<file path="src/rtl/rs_pkg.sv">
package rs_pkg;
   // selection policy among eligible entries
   typedef enum logic [0:0] {
      PICK_OLDEST = 1'b0,
      PICK_LOWEST = 1'b1
   } pick_policy_e;
endpackage

</file>
<file path="src/rtl/rs_entry.sv">
// One station: operand capture, forwarding at issue, dispatch and release.
module rs_entry #(
   parameter int TAG_W   = 3,
   parameter int VAL_W   = 32,
   parameter int OP_W    = 4,
   parameter int IMM_W   = 8,
   parameter int ENT_TAG = 1
) (
   input  logic             clk,
   input  logic             rst_n,
   input  logic             alloc,
   input  logic [OP_W-1:0]  in_op,
   input  logic [TAG_W-1:0] in_t1,
   input  logic [VAL_W-1:0] in_v1,
   input  logic [TAG_W-1:0] in_t2,
   input  logic [VAL_W-1:0] in_v2,
   input  logic [IMM_W-1:0] in_imm,
   input  logic             bc_valid,
   input  logic [TAG_W-1:0] bc_tag,
   input  logic [VAL_W-1:0] bc_val,
   input  logic             disp,
   output logic             busy_o,
   output logic             ready_o,
   output logic [OP_W-1:0]  op_o,
   output logic [VAL_W-1:0] v1_o,
   output logic [VAL_W-1:0] v2_o,
   output logic [IMM_W-1:0] imm_o
);
   localparam logic [TAG_W-1:0] MY_TAG = TAG_W'(ENT_TAG);

   logic             busy_q, sent_q;
   logic [TAG_W-1:0] t1_q, t2_q;
   logic [VAL_W-1:0] v1_q, v2_q;
   logic [OP_W-1:0]  op_q;
   logic [IMM_W-1:0] imm_q;

   logic fwd1, fwd2, hit1, hit2, own_done;

   // same-cycle broadcast forwarded into a fresh entry
   assign fwd1 = bc_valid && (in_t1 != '0) && (in_t1 == bc_tag);
   assign fwd2 = bc_valid && (in_t2 != '0) && (in_t2 == bc_tag);
   // wakeup of a waiting source
   assign hit1 = bc_valid && (t1_q != '0) && (t1_q == bc_tag);
   assign hit2 = bc_valid && (t2_q != '0) && (t2_q == bc_tag);
   // own result seen on the bus
   assign own_done = sent_q && bc_valid && (bc_tag == MY_TAG);

   always_ff @(posedge clk) begin
      if (!rst_n) begin
         busy_q <= 1'b0;
         sent_q <= 1'b0;
         t1_q   <= '0;
         t2_q   <= '0;
         v1_q   <= '0;
         v2_q   <= '0;
         op_q   <= '0;
         imm_q  <= '0;
      end else if (alloc) begin
         busy_q <= 1'b1;
         sent_q <= 1'b0;
         op_q   <= in_op;
         imm_q  <= in_imm;
         t1_q   <= fwd1 ? '0 : in_t1;
         v1_q   <= fwd1 ? bc_val : in_v1;
         t2_q   <= fwd2 ? '0 : in_t2;
         v2_q   <= fwd2 ? bc_val : in_v2;
      end else if (busy_q) begin
         if (hit1) begin
            t1_q <= '0;
            v1_q <= bc_val;
         end
         if (hit2) begin
            t2_q <= '0;
            v2_q <= bc_val;
         end
         if (disp) begin
            sent_q <= 1'b1;
         end
         if (own_done) begin
            busy_q <= 1'b0;
            sent_q <= 1'b0;
         end
      end
   end

   assign busy_o  = busy_q;
   assign ready_o = busy_q && !sent_q && (t1_q == '0) && (t2_q == '0);
   assign op_o    = op_q;
   assign v1_o    = v1_q;
   assign v2_o    = v2_q;
   assign imm_o   = imm_q;
endmodule

</file>
<file path="src/rtl/rs_free_pick.sv">
// Lowest-index free entry finder.
module rs_free_pick #(
   parameter int N = 4,
   localparam int IDX_W = (N > 1) ? $clog2(N) : 1
) (
   input  logic [N-1:0]     busy,
   output logic             any_free,
   output logic [N-1:0]     free_oh,
   output logic [IDX_W-1:0] free_idx
);
   always_comb begin
      any_free = 1'b0;
      free_oh  = '0;
      free_idx = '0;
      for (int i = N - 1; i >= 0; i--) begin
         if (!busy[i]) begin
            any_free   = 1'b1;
            free_oh    = '0;
            free_oh[i] = 1'b1;
            free_idx   = IDX_W'(i);
         end
      end
   end
endmodule

</file>
<file path="src/rtl/rs_age_pick.sv">
// Selects one eligible entry: oldest by issue order, or lowest index.
module rs_age_pick #(
   parameter int N = 4,
   parameter rs_pkg::pick_policy_e POLICY = rs_pkg::PICK_OLDEST,
   localparam int IDX_W = (N > 1) ? $clog2(N) : 1
) (
   input  logic             clk,
   input  logic             rst_n,
   input  logic [N-1:0]     alloc,
   input  logic [N-1:0]     ready,
   output logic [N-1:0]     grant,
   output logic             any_ready,
   output logic [IDX_W-1:0] grant_idx
);
   generate
      if (POLICY == rs_pkg::PICK_OLDEST) begin : g_age
         // older_q[j][i] set: entry j was issued before entry i
         logic [N-1:0] older_q [N];
         logic [N-1:0] blocked;

         always_ff @(posedge clk) begin
            if (!rst_n) begin
               for (int i = 0; i < N; i++) older_q[i] <= '0;
            end else begin
               for (int i = 0; i < N; i++) begin
                  for (int j = 0; j < N; j++) begin
                     if (alloc[j]) older_q[i][j] <= (i != j);
                     else if (alloc[i]) older_q[i][j] <= 1'b0;
                  end
               end
            end
         end

         always_comb begin
            for (int i = 0; i < N; i++) begin
               blocked[i] = 1'b0;
               for (int j = 0; j < N; j++) begin
                  if (ready[j] && older_q[j][i]) blocked[i] = 1'b1;
               end
               grant[i] = ready[i] && !blocked[i];
            end
         end
      end else begin : g_fixed
         logic unused_fixed;
         assign unused_fixed = ^{clk, rst_n, alloc};

         always_comb begin
            grant = '0;
            for (int i = N - 1; i >= 0; i--) begin
               if (ready[i]) begin
                  grant    = '0;
                  grant[i] = 1'b1;
               end
            end
         end
      end
   endgenerate

   always_comb begin
      grant_idx = '0;
      for (int i = 0; i < N; i++) begin
         if (grant[i]) grant_idx = IDX_W'(i);
      end
   end

   assign any_ready = |ready;
endmodule

</file>
<file path="src/rtl/rs_bank.sv">
// Reservation station bank: issue, tag wakeup, selection, dispatch, release.
module rs_bank #(
   parameter int NUM_ENT  = 4,
   parameter int TAG_W    = 3,
   parameter int VAL_W    = 32,
   parameter int OP_W     = 4,
   parameter int IMM_W    = 8,
   parameter int TAG_BASE = 1,
   parameter rs_pkg::pick_policy_e PICK = rs_pkg::PICK_OLDEST
) (
   input  logic             clk,
   input  logic             rst_n,
   input  logic             iss_valid,
   output logic             iss_ready,
   output logic [TAG_W-1:0] iss_tag,
   input  logic [OP_W-1:0]  iss_op,
   input  logic [TAG_W-1:0] iss_src1_tag,
   input  logic [VAL_W-1:0] iss_src1_val,
   input  logic [TAG_W-1:0] iss_src2_tag,
   input  logic [VAL_W-1:0] iss_src2_val,
   input  logic [IMM_W-1:0] iss_imm,
   input  logic             bc_valid,
   input  logic [TAG_W-1:0] bc_tag,
   input  logic [VAL_W-1:0] bc_val,
   output logic             fu_valid,
   input  logic             fu_ready,
   output logic [OP_W-1:0]  fu_op,
   output logic [VAL_W-1:0] fu_val1,
   output logic [VAL_W-1:0] fu_val2,
   output logic [IMM_W-1:0] fu_imm,
   output logic [TAG_W-1:0] fu_tag
);
   localparam int IDX_W = (NUM_ENT > 1) ? $clog2(NUM_ENT) : 1;

   // elaboration-time parameter checks
   generate
      if (NUM_ENT < 2) begin : g_bad_depth
         $error("rs_bank: NUM_ENT must be at least 2");
      end
      if (TAG_BASE < 1) begin : g_bad_base
         $error("rs_bank: TAG_BASE must be nonzero, tag 0 means ready");
      end
      if (TAG_BASE + NUM_ENT > (1 << TAG_W)) begin : g_bad_tagw
         $error("rs_bank: TAG_W too narrow for the entry tags");
      end
      if (VAL_W < 1 || OP_W < 1 || IMM_W < 1) begin : g_bad_width
         $error("rs_bank: field widths must be positive");
      end
   endgenerate

   logic [NUM_ENT-1:0] ent_busy, ent_ready, free_oh, alloc, grant;
   logic [IDX_W-1:0]   free_idx, grant_idx;
   logic               any_free, any_ready;

   logic [OP_W-1:0]  ent_op  [NUM_ENT];
   logic [VAL_W-1:0] ent_v1  [NUM_ENT];
   logic [VAL_W-1:0] ent_v2  [NUM_ENT];
   logic [IMM_W-1:0] ent_imm [NUM_ENT];

   rs_free_pick #(.N(NUM_ENT)) u_free (
      .busy     (ent_busy),
      .any_free (any_free),
      .free_oh  (free_oh),
      .free_idx (free_idx)
   );

   // nothing is written when no entry is free
   assign alloc = free_oh & {NUM_ENT{iss_valid & any_free}};

   generate
      for (genvar g = 0; g < NUM_ENT; g++) begin : g_ent
         rs_entry #(
            .TAG_W   (TAG_W),
            .VAL_W   (VAL_W),
            .OP_W    (OP_W),
            .IMM_W   (IMM_W),
            .ENT_TAG (TAG_BASE + g)
         ) u_ent (
            .clk      (clk),
            .rst_n    (rst_n),
            .alloc    (alloc[g]),
            .in_op    (iss_op),
            .in_t1    (iss_src1_tag),
            .in_v1    (iss_src1_val),
            .in_t2    (iss_src2_tag),
            .in_v2    (iss_src2_val),
            .in_imm   (iss_imm),
            .bc_valid (bc_valid),
            .bc_tag   (bc_tag),
            .bc_val   (bc_val),
            .disp     (grant[g] & fu_ready),
            .busy_o   (ent_busy[g]),
            .ready_o  (ent_ready[g]),
            .op_o     (ent_op[g]),
            .v1_o     (ent_v1[g]),
            .v2_o     (ent_v2[g]),
            .imm_o    (ent_imm[g])
         );
      end
   endgenerate

   rs_age_pick #(.N(NUM_ENT), .POLICY(PICK)) u_pick (
      .clk       (clk),
      .rst_n     (rst_n),
      .alloc     (alloc),
      .ready     (ent_ready),
      .grant     (grant),
      .any_ready (any_ready),
      .grant_idx (grant_idx)
   );

   // one-hot payload mux
   always_comb begin
      fu_op   = '0;
      fu_val1 = '0;
      fu_val2 = '0;
      fu_imm  = '0;
      for (int i = 0; i < NUM_ENT; i++) begin
         fu_op   |= ent_op[i]  & {OP_W{grant[i]}};
         fu_val1 |= ent_v1[i]  & {VAL_W{grant[i]}};
         fu_val2 |= ent_v2[i]  & {VAL_W{grant[i]}};
         fu_imm  |= ent_imm[i] & {IMM_W{grant[i]}};
      end
   end

   assign fu_valid  = any_ready;
   assign fu_tag    = TAG_W'(TAG_BASE) + TAG_W'(grant_idx);
   assign iss_ready = any_free;
   assign iss_tag   = TAG_W'(TAG_BASE) + TAG_W'(free_idx);
endmodule

</file>
<file path="config.mk">
export PLATFORM = sky130hd
export DESIGN_NAME = rs_bank
export DESIGN_NICKNAME = d
export VERILOG_FILES = /design/src/rtl/rs_pkg.sv /design/src/rtl/rs_entry.sv /design/src/rtl/rs_free_pick.sv /design/src/rtl/rs_age_pick.sv /design/src/rtl/rs_bank.sv
export SDC_FILE = /design/constraint.sdc
export NUM_CORES = 1
export LEC_CHECK = 0
export BUFFER_PORTS_ARGS = -buffer_cell sky130_fd_sc_hd__buf_2
export CORE_MARGIN = 3
export CORE_UTILIZATION = 59
export CTS_CLUSTER_SIZE = 40
export DETAILED_ROUTE_END_ITERATION = 12
export PLACE_DENSITY_LB_ADDON = 0.05
export SYNTH_ARGS = -nofsm -noshare
export SYNTH_HDL_FRONTEND = slang
export SYNTH_SLANG_ARGS = --single-unit
</file>
<file path="constraint.sdc">
create_clock -name clk -period 3.28 [get_ports clk]
set_input_delay 0.164 -clock clk [delete_from_list [all_inputs] [get_ports clk]]
set_output_delay 0.164 -clock clk [all_outputs]
set_load 0.01 [all_outputs]
</file>
# Yosys cells after proc, flatten, opt, wreduce, memory -nomap -nowiden
# Memories as Yosys holds them, arrays and structs flattened.
# Cells that the tools add are included.
dict set report word_totals {
  register_bits 336
  latchBits 0
  ramBits 16
  rom_bits 0
  in_bits 122
  wordCells 411
  n_memories 1
}
# name words width read_ports rd_ports_with_merged_regs write_ports line
set mem_list {}
lappend mem_list {u_pick.g_age.older_q 4 4 4 0 4 rs_age_pick.sv:18} ;# logic [N-1:0] older_q [N];
dict set report op_classes {
  addsub 2
  multipliers 0
  div_mod_pow 0
  magnitude_cmp 0
  eq_ne 14
  shift 0
  muxes 180
  bitwise 63
  n_reduce_logical 119
}
# operator n
set ops {}
lappend ops {{2-to-1 mux 32 bit} 26}
lappend ops {{bitwise AND 32 bit} 8}
lappend ops {{OR 32 bit} 6}
lappend ops {{2-to-1 mux 1 bit} 118}
lappend ops {{2-to-1 mux 3 bit} 26}
lappend ops {{logical AND 1 bit} 60}
lappend ops {{bitwise AND 8 bit} 4}
lappend ops {{nonzero test 2 bit} 16}
lappend ops {{equality test 3 bit} 10}
lappend ops {{nonzero test 3 bit} 10}
lappend ops {{OR 1 bit} 28}
lappend ops {{logical NOT 3 bit} 8}
lappend ops {{OR 8 bit} 3}
lappend ops {{AND reduction 2 bit} 12}
lappend ops {{bitwise AND 4 bit} 5}
lappend ops {{2-to-1 mux 4 bit} 4}
lappend ops {{2-to-1 mux 2 bit} 6}
lappend ops {{OR 4 bit} 3}
lappend ops {{logical NOT 1 bit} 8}
lappend ops {{OR reduction 2 bit} 4}
lappend ops {{adder 1 x 2 -> 3 bit (first input constant)} 2}
lappend ops {{equality test 3 x 2 -> 1 bit (second input constant)} 2}
lappend ops {{bitwise AND 1 bit} 5}
lappend ops {{OR reduction 4 bit} 1}
lappend ops {{3 further kinds} 3}

# Longest topological paths before layout
dict set report logic_depth {
  depth_word 15
  depth_mapped 9
  ltp_nobuf 6
}

# Modules after synthesis
# From an unflattened synthesis, not the netlist that was laid out.
dict set report hier_totals {
  cells_unflattened 2309
  hier_area_um2 19184.6
}
# module instances cells_per_inst area_each_um2 seq_area_each_um2
set modules_own_cells {}
lappend modules_own_cells {{rs_entry (g_ent[3].u_ent)} 1 493 4175.3 1681.6}
lappend modules_own_cells {{rs_entry (g_ent[0].u_ent)} 1 492 4169.0 1681.6}
lappend modules_own_cells {{rs_entry (g_ent[1].u_ent)} 1 491 4166.5 1681.6}
lappend modules_own_cells {{rs_entry (g_ent[2].u_ent)} 1 491 4161.5 1681.6}
lappend modules_own_cells {rs_bank 1 276 1839.3 0.0}
lappend modules_own_cells {rs_age_pick 1 57 625.6 360.3}
lappend modules_own_cells {rs_free_pick 1 9 47.5 0.0}

# Least setup slack after synthesis
# Ideal clock, no wire load.
dict set report synth_timing {
  path_type {flip-flop to output port}
  startpoint {register g_ent[2].u_ent.busy_q}
  endpoint {output fu_tag[1]}
  t_arrival_ns 2.296
  slack_ns 0.820
  path_stages_with_launch 9
  path_cell_list {dfxtp_1 -> buf_2 -> or4b_1 -> or2_1 -> a2111oi_4 -> buf_2 -> inv_1 -> a21o_1 -> ha_1}
}
dict set report synth_between {
  elab_chain_cells 12
  word_cells_on_any_way 22
}
# element line
set synth_lines {}
lappend synth_lines {{start: declaration} rs_entry.sv:31} ;# logic busy_q, sent_q;
lappend synth_lines {{start signal: assignment} rs_entry.sv:50} ;# busy_q <= 1'b0;
lappend synth_lines {{start signal: assignment} rs_entry.sv:59} ;# busy_q <= 1'b1;
lappend synth_lines {{start signal: assignment} rs_entry.sv:80} ;# busy_q <= 1'b0;
lappend synth_lines {{logical AND 1 bit * (3 in series)} rs_entry.sv:87} ;# assign ready_o = busy_q && !sent_q && (t1_q == '0) && (t2_q == '0);
lappend synth_lines {{logical AND 1 bit} rs_age_pick.sv:38} ;# if (ready[j] && older_q[j][i]) blocked[i] = 1'b1;
lappend synth_lines {{2-to-1 mux 1 bit (2 in series)} rs_age_pick.sv:38}
lappend synth_lines {{logical NOT 1 bit} rs_age_pick.sv:40} ;# grant[i] = ready[i] && !blocked[i];
lappend synth_lines {{logical AND 1 bit} rs_age_pick.sv:40}
lappend synth_lines {{2-to-1 mux 1 bit} rs_age_pick.sv:62} ;# if (grant[i]) grant_idx = IDX_W'(i);
lappend synth_lines {{2-to-1 mux 2 bit} rs_age_pick.sv:62}
lappend synth_lines {{2-to-1 mux 2 bit *} rs_age_pick.sv:62}
lappend synth_lines {{adder 1 x 2 -> 3 bit *} rs_bank.sv:127} ;# assign fu_tag = TAG_W'(TAG_BASE) + TAG_W'(grant_idx);
lappend synth_lines {{end: declaration} rs_bank.sv:31} ;# output logic [TAG_W-1:0] fu_tag
# Every way passes the cells marked *; elsewhere a longest branch is shown, timed or not.

# Worst setup path in the final report
dict set report layout_timing {
  startpoint {register g_ent[0].u_ent.busy_q}
  endpoint {output fu_val2[3]}
}
dict set report layout_between {
  elab_chain_cells 14
  word_cells_on_any_way 38
}
# element line
set layout_lines {}
lappend layout_lines {{start: declaration} rs_entry.sv:31}
lappend layout_lines {{start signal: assignment} rs_entry.sv:50}
lappend layout_lines {{start signal: assignment} rs_entry.sv:59}
lappend layout_lines {{start signal: assignment} rs_entry.sv:80}
lappend layout_lines {{logical AND 1 bit * (3 in series)} rs_entry.sv:87}
lappend layout_lines {{logical AND 1 bit} rs_age_pick.sv:38}
lappend layout_lines {{2-to-1 mux 1 bit (4 in series)} rs_age_pick.sv:38}
lappend layout_lines {{logical NOT 1 bit} rs_age_pick.sv:40}
lappend layout_lines {{logical AND 1 bit} rs_age_pick.sv:40}
lappend layout_lines {{bitwise AND 32 bit} rs_bank.sv:121} ;# fu_val2 |= ent_v2[i] & {VAL_W{grant[i]}};
lappend layout_lines {{OR 32 bit (2 in series)} rs_bank.sv:121}
lappend layout_lines {{OR 32 bit *} rs_bank.sv:121}
lappend layout_lines {{end: declaration} rs_bank.sv:29} ;# output logic [VAL_W-1:0] fu_val2,
# Marks and branches as above.

==> results.yml <==
final_layout:
  syn2layout_area_growth_pct: 20.33
  final_common_cell: "dfxtp_1"
  layout.cells.non_filler: 2572
  most-common-layout-cells: "334 x dfxtp_1, 327 x a22oi_1, 249 x a21oi_1"
  post-route-util: 0.7242
  drive_gt1_frac: 0.1863
  nNetsFinal: 2285
clocking:
  clockBufferDepth: 3
  tritoncts: "done"
  numClockSinks: 348
  cts_htree_levels: 2
  numCtsBuffers: 38
  path_clk_slew_ns: 0.06
  clockRootBuffer: "clkbuf_16"
  clk_latency_ns: 0.53
pwr:
  leakagePower_uw: 0.007795
  clkPwrFrac: 0.449
  p_int_uw: 7624
  ir_drop_uv: 489.5
  p_sw_frac: 0.2551
  seqPwrFrac: 0.437
  comb_power_share: 0.114
  p_sw_uw: 2610
  p_per_area_mw_per_mm2: 507.3
  power.total_uw: 10230
yosys:
  yosysWarnings: 0
  ys_types: 59
  synth_top_area_cell: "dfxtp_1"
  synth-main-ff-cell: "dfxtp_1"
  syn_inst: 2001
  synth_area_mm2: 0.01677
  ys_seq_area_frac: 0.4227
  synth_area_leaders: "dfxtp_1 40%, a22oi_1 15%, a21oi_1 7.6%"
  synth-seq-cells: 348
  synth_edf_count: 12
  avgSynthCellArea_um2: 8.379
  ys_async_sr_fraction: 0
  synth_top_area_frac: 0.4012
  syn-num-nets: 2125
worst_hold_path:
  hp-class: "in2reg"
  hp-start: "iss_src1_val[11]"
  min_path_cells: 3
  min_to: "g_ent[1].u_ent.v1_o[11]"
floorplanning:
  initial_utilization: 0.6018
  dieArea_mm2: 0.03048
  die_y_um: 174.6
  core_area_mm2: 0.02786
  die-width_um: 174.6
  num_io_pins: 206
  std_cell_rows: 61
critical_path:
  crit_slowest_cell: "or4b_1"
  worstReg2RegEnd: "g_ent[3].u_ent.v2_o[17]"
  reg2reg_slack_ns: 0.29
  rr_startpoint: "g_ent[1].u_ent.busy_o"
  path_buf_inv: 3
  endpoint_kind: "primary output"
  cp.required_ns: 3.12
  crit_chain: "or4b_1 > or2_1 > a2111oi_4 > buf_4 > buf_12 > a22oi_1 > nand2_1 > buf_2"
  worst-path-max-fanout: 39
  arrival_ns: 3.12
  reg2reg_depth: 8
  cp_top_family: "simple AND/OR/NAND/NOR gates"
  cp-start-kind: "flip-flop"
  critPathKind: "reg2out"
  max_stage_delay_ns: 0.54
placement:
  dp_hpwl_mm: 34.48
  gp_congestion: 0.8879
  port_buffers: 205
  placedCellCount: 2433
sta:
  final_max_slew_viol_count: 0
  setup_slack_ns: -0.003028
  fmax_mhz: 304.6
  slew_headroom: 0.3434
  skew_ns: 0.01582
  tightest_slew_ns: 0.9795
  post-route-period-util: 1.001
  fin_crit_ns: 3.283
  setup_viol: 1
  fin_hold_ws_ns: 0.0002520
  hold_viol: 0
run_status:
  status: "finished, violations left"
  failed_checks: "design-rule violations, negative setup slack"
grt:
  grt_overflow: 0
  grt_pass1_vias: 17220
  track_usage: 0.3803
  antenna_found_initial: 5
  grt_pass1_wl_mm: 94.21
  grt_max_degree: 106
drt:
  drt_iter0_markers: 2171
  drc: 1
  wire_per_inst_um: 23.75
  vias_per_cell: 6.903
  vias: 17750
  final_antenna_net_count: 0
  drt-total-wl_mm: 61.09
  firstDrtPassIters: 11
flow_run:
  cap_violations: 0
==> routing by layer <==
metal,wire length [um],GRT usage,vias to the layer above,share of wire
met4,1994,0.1592,2,0.033
met5,13,0,-,0.00021
met2,27630,0.6008,1226,0.45
li1,-,-,7878,-
met3,7862,0.08887,192,0.13
met1,23580,0.5040,8456,0.39
==> power by group through the flow <==
stage	sequential, uW	clock [uW]	combinational (uW)
2_1_floorplan	4540	0	598
3_3_place_gp	4560	0	1000
3_5_place_dp	4560	0	1030
4_1_cts	4470	4610	1110
5_1_grt	4490	4760	1230
6_report	4480	4590	1160
==> tightest hold or removal path, cell delays in order <==
cell and delay [ns]:
buf_2 0.12, a22oi_1 0.08, a21oi_1 0.13
==> cells in the mapped netlist, types with 4 or more instances <==
library cell	n
dfxtp_1	336
a22oi_1	327
a21oi_1	253
o21ai_0	194
nand2_1	193
clkbuf_1	175
and3_1	68
nor2_1	49
nand3_1	47
o21a_1	34
o31a_1	33
a21boi_0	32
o221a_2	32
a221o_1	30
buf_2	26
inv_1	18
nor3_1	16
edfxtp_1	12
xor2_1	12
and2_1	8
xnor2_1	8
a32oi_1	6
buf_4	6
nor2b_1	6
nor4_1	6
a31oi_1	5
buf_1	5
nand4_1	5
o21ai_1	4
or2_2	4
==> timing repair <==
item,in CTS,in global routing
cloned,2,2
hold endpoints to repair,133,0
gates resized for setup,3,9
hold buffers,57,0
setup endpoints to repair,72,43
setup buffers,0,5
pin swaps,1,3
==> cell type report <==
class	instances	area, um^2
Sequential cell	348	7089
Tap cell	378	473.0
Clock inverter	17	219.0
Fill cell	2214	7684
Multi-Input combinational cell	1423	8909
Timing Repair Buffer	332	2273
Inverter	18	72.57
Antenna cell	4	10.01
Clock buffer	52	1129
==> state kept, by name, summed over array words and instances, names as in the netlist <==
| register | cells |
|---|---|
| g_ent.u_ent.v1_o | 128 |
| g_ent.u_ent.v2_o | 128 |
| g_ent.u_ent.imm_o | 32 |
| g_ent.u_ent.op_o | 16 |
| g_ent.u_ent.t1_q | 12 |
| g_ent.u_ent.t2_q | 12 |
| u_pick.g_age.older_q | 12 |
| g_ent.u_ent.busy_o | 4 |
| g_ent.u_ent.sent_q | 4 |
==> metrics by stage <==
step,setup WS (ns),area [um^2],setup TNS [ns]
2_1_floorplan,0.8199,16770,0
3_3_place_gp,0.4801,18110,0
3_5_place_dp,0.4188,18110,0
4_1_cts,0.04737,20080,0
5_1_grt,-0.02396,20170,-0.1355
6_report,-0.003028,20170,-0.003028
==> logic make-up after synthesis <==
family,count (synthesis),synth area share
buffers and inverters,230,0.05478
and+or+nand+nor,427,0.1216
DFF,348,0.4227
adders and majority gates,2,0.001492
xor gates and xnor gates,20,0.01045
AOI/OAI and AO/OA,974,0.3890
==> worst max-delay path by stage <==
stage                          startpoint           to  slack [ns]  cells after the start
finish              g_ent[0].u_ent.busy_o   fu_val2[3]      -0.003                      8
global route        g_ent[0].u_ent.busy_o   fu_val2[3]       -0.02                      8
CTS                 g_ent[0].u_ent.busy_o  fu_val1[30]        0.05                      7
detailed placement  g_ent[0].u_ent.busy_o  fu_val1[30]        0.42                      7
global placement    g_ent[0].u_ent.busy_o  fu_val1[30]        0.48                      7
floorplan           g_ent[2].u_ent.busy_o    fu_tag[1]        0.82                      8
Note: power is estimated with default switching activity, not from simulation.
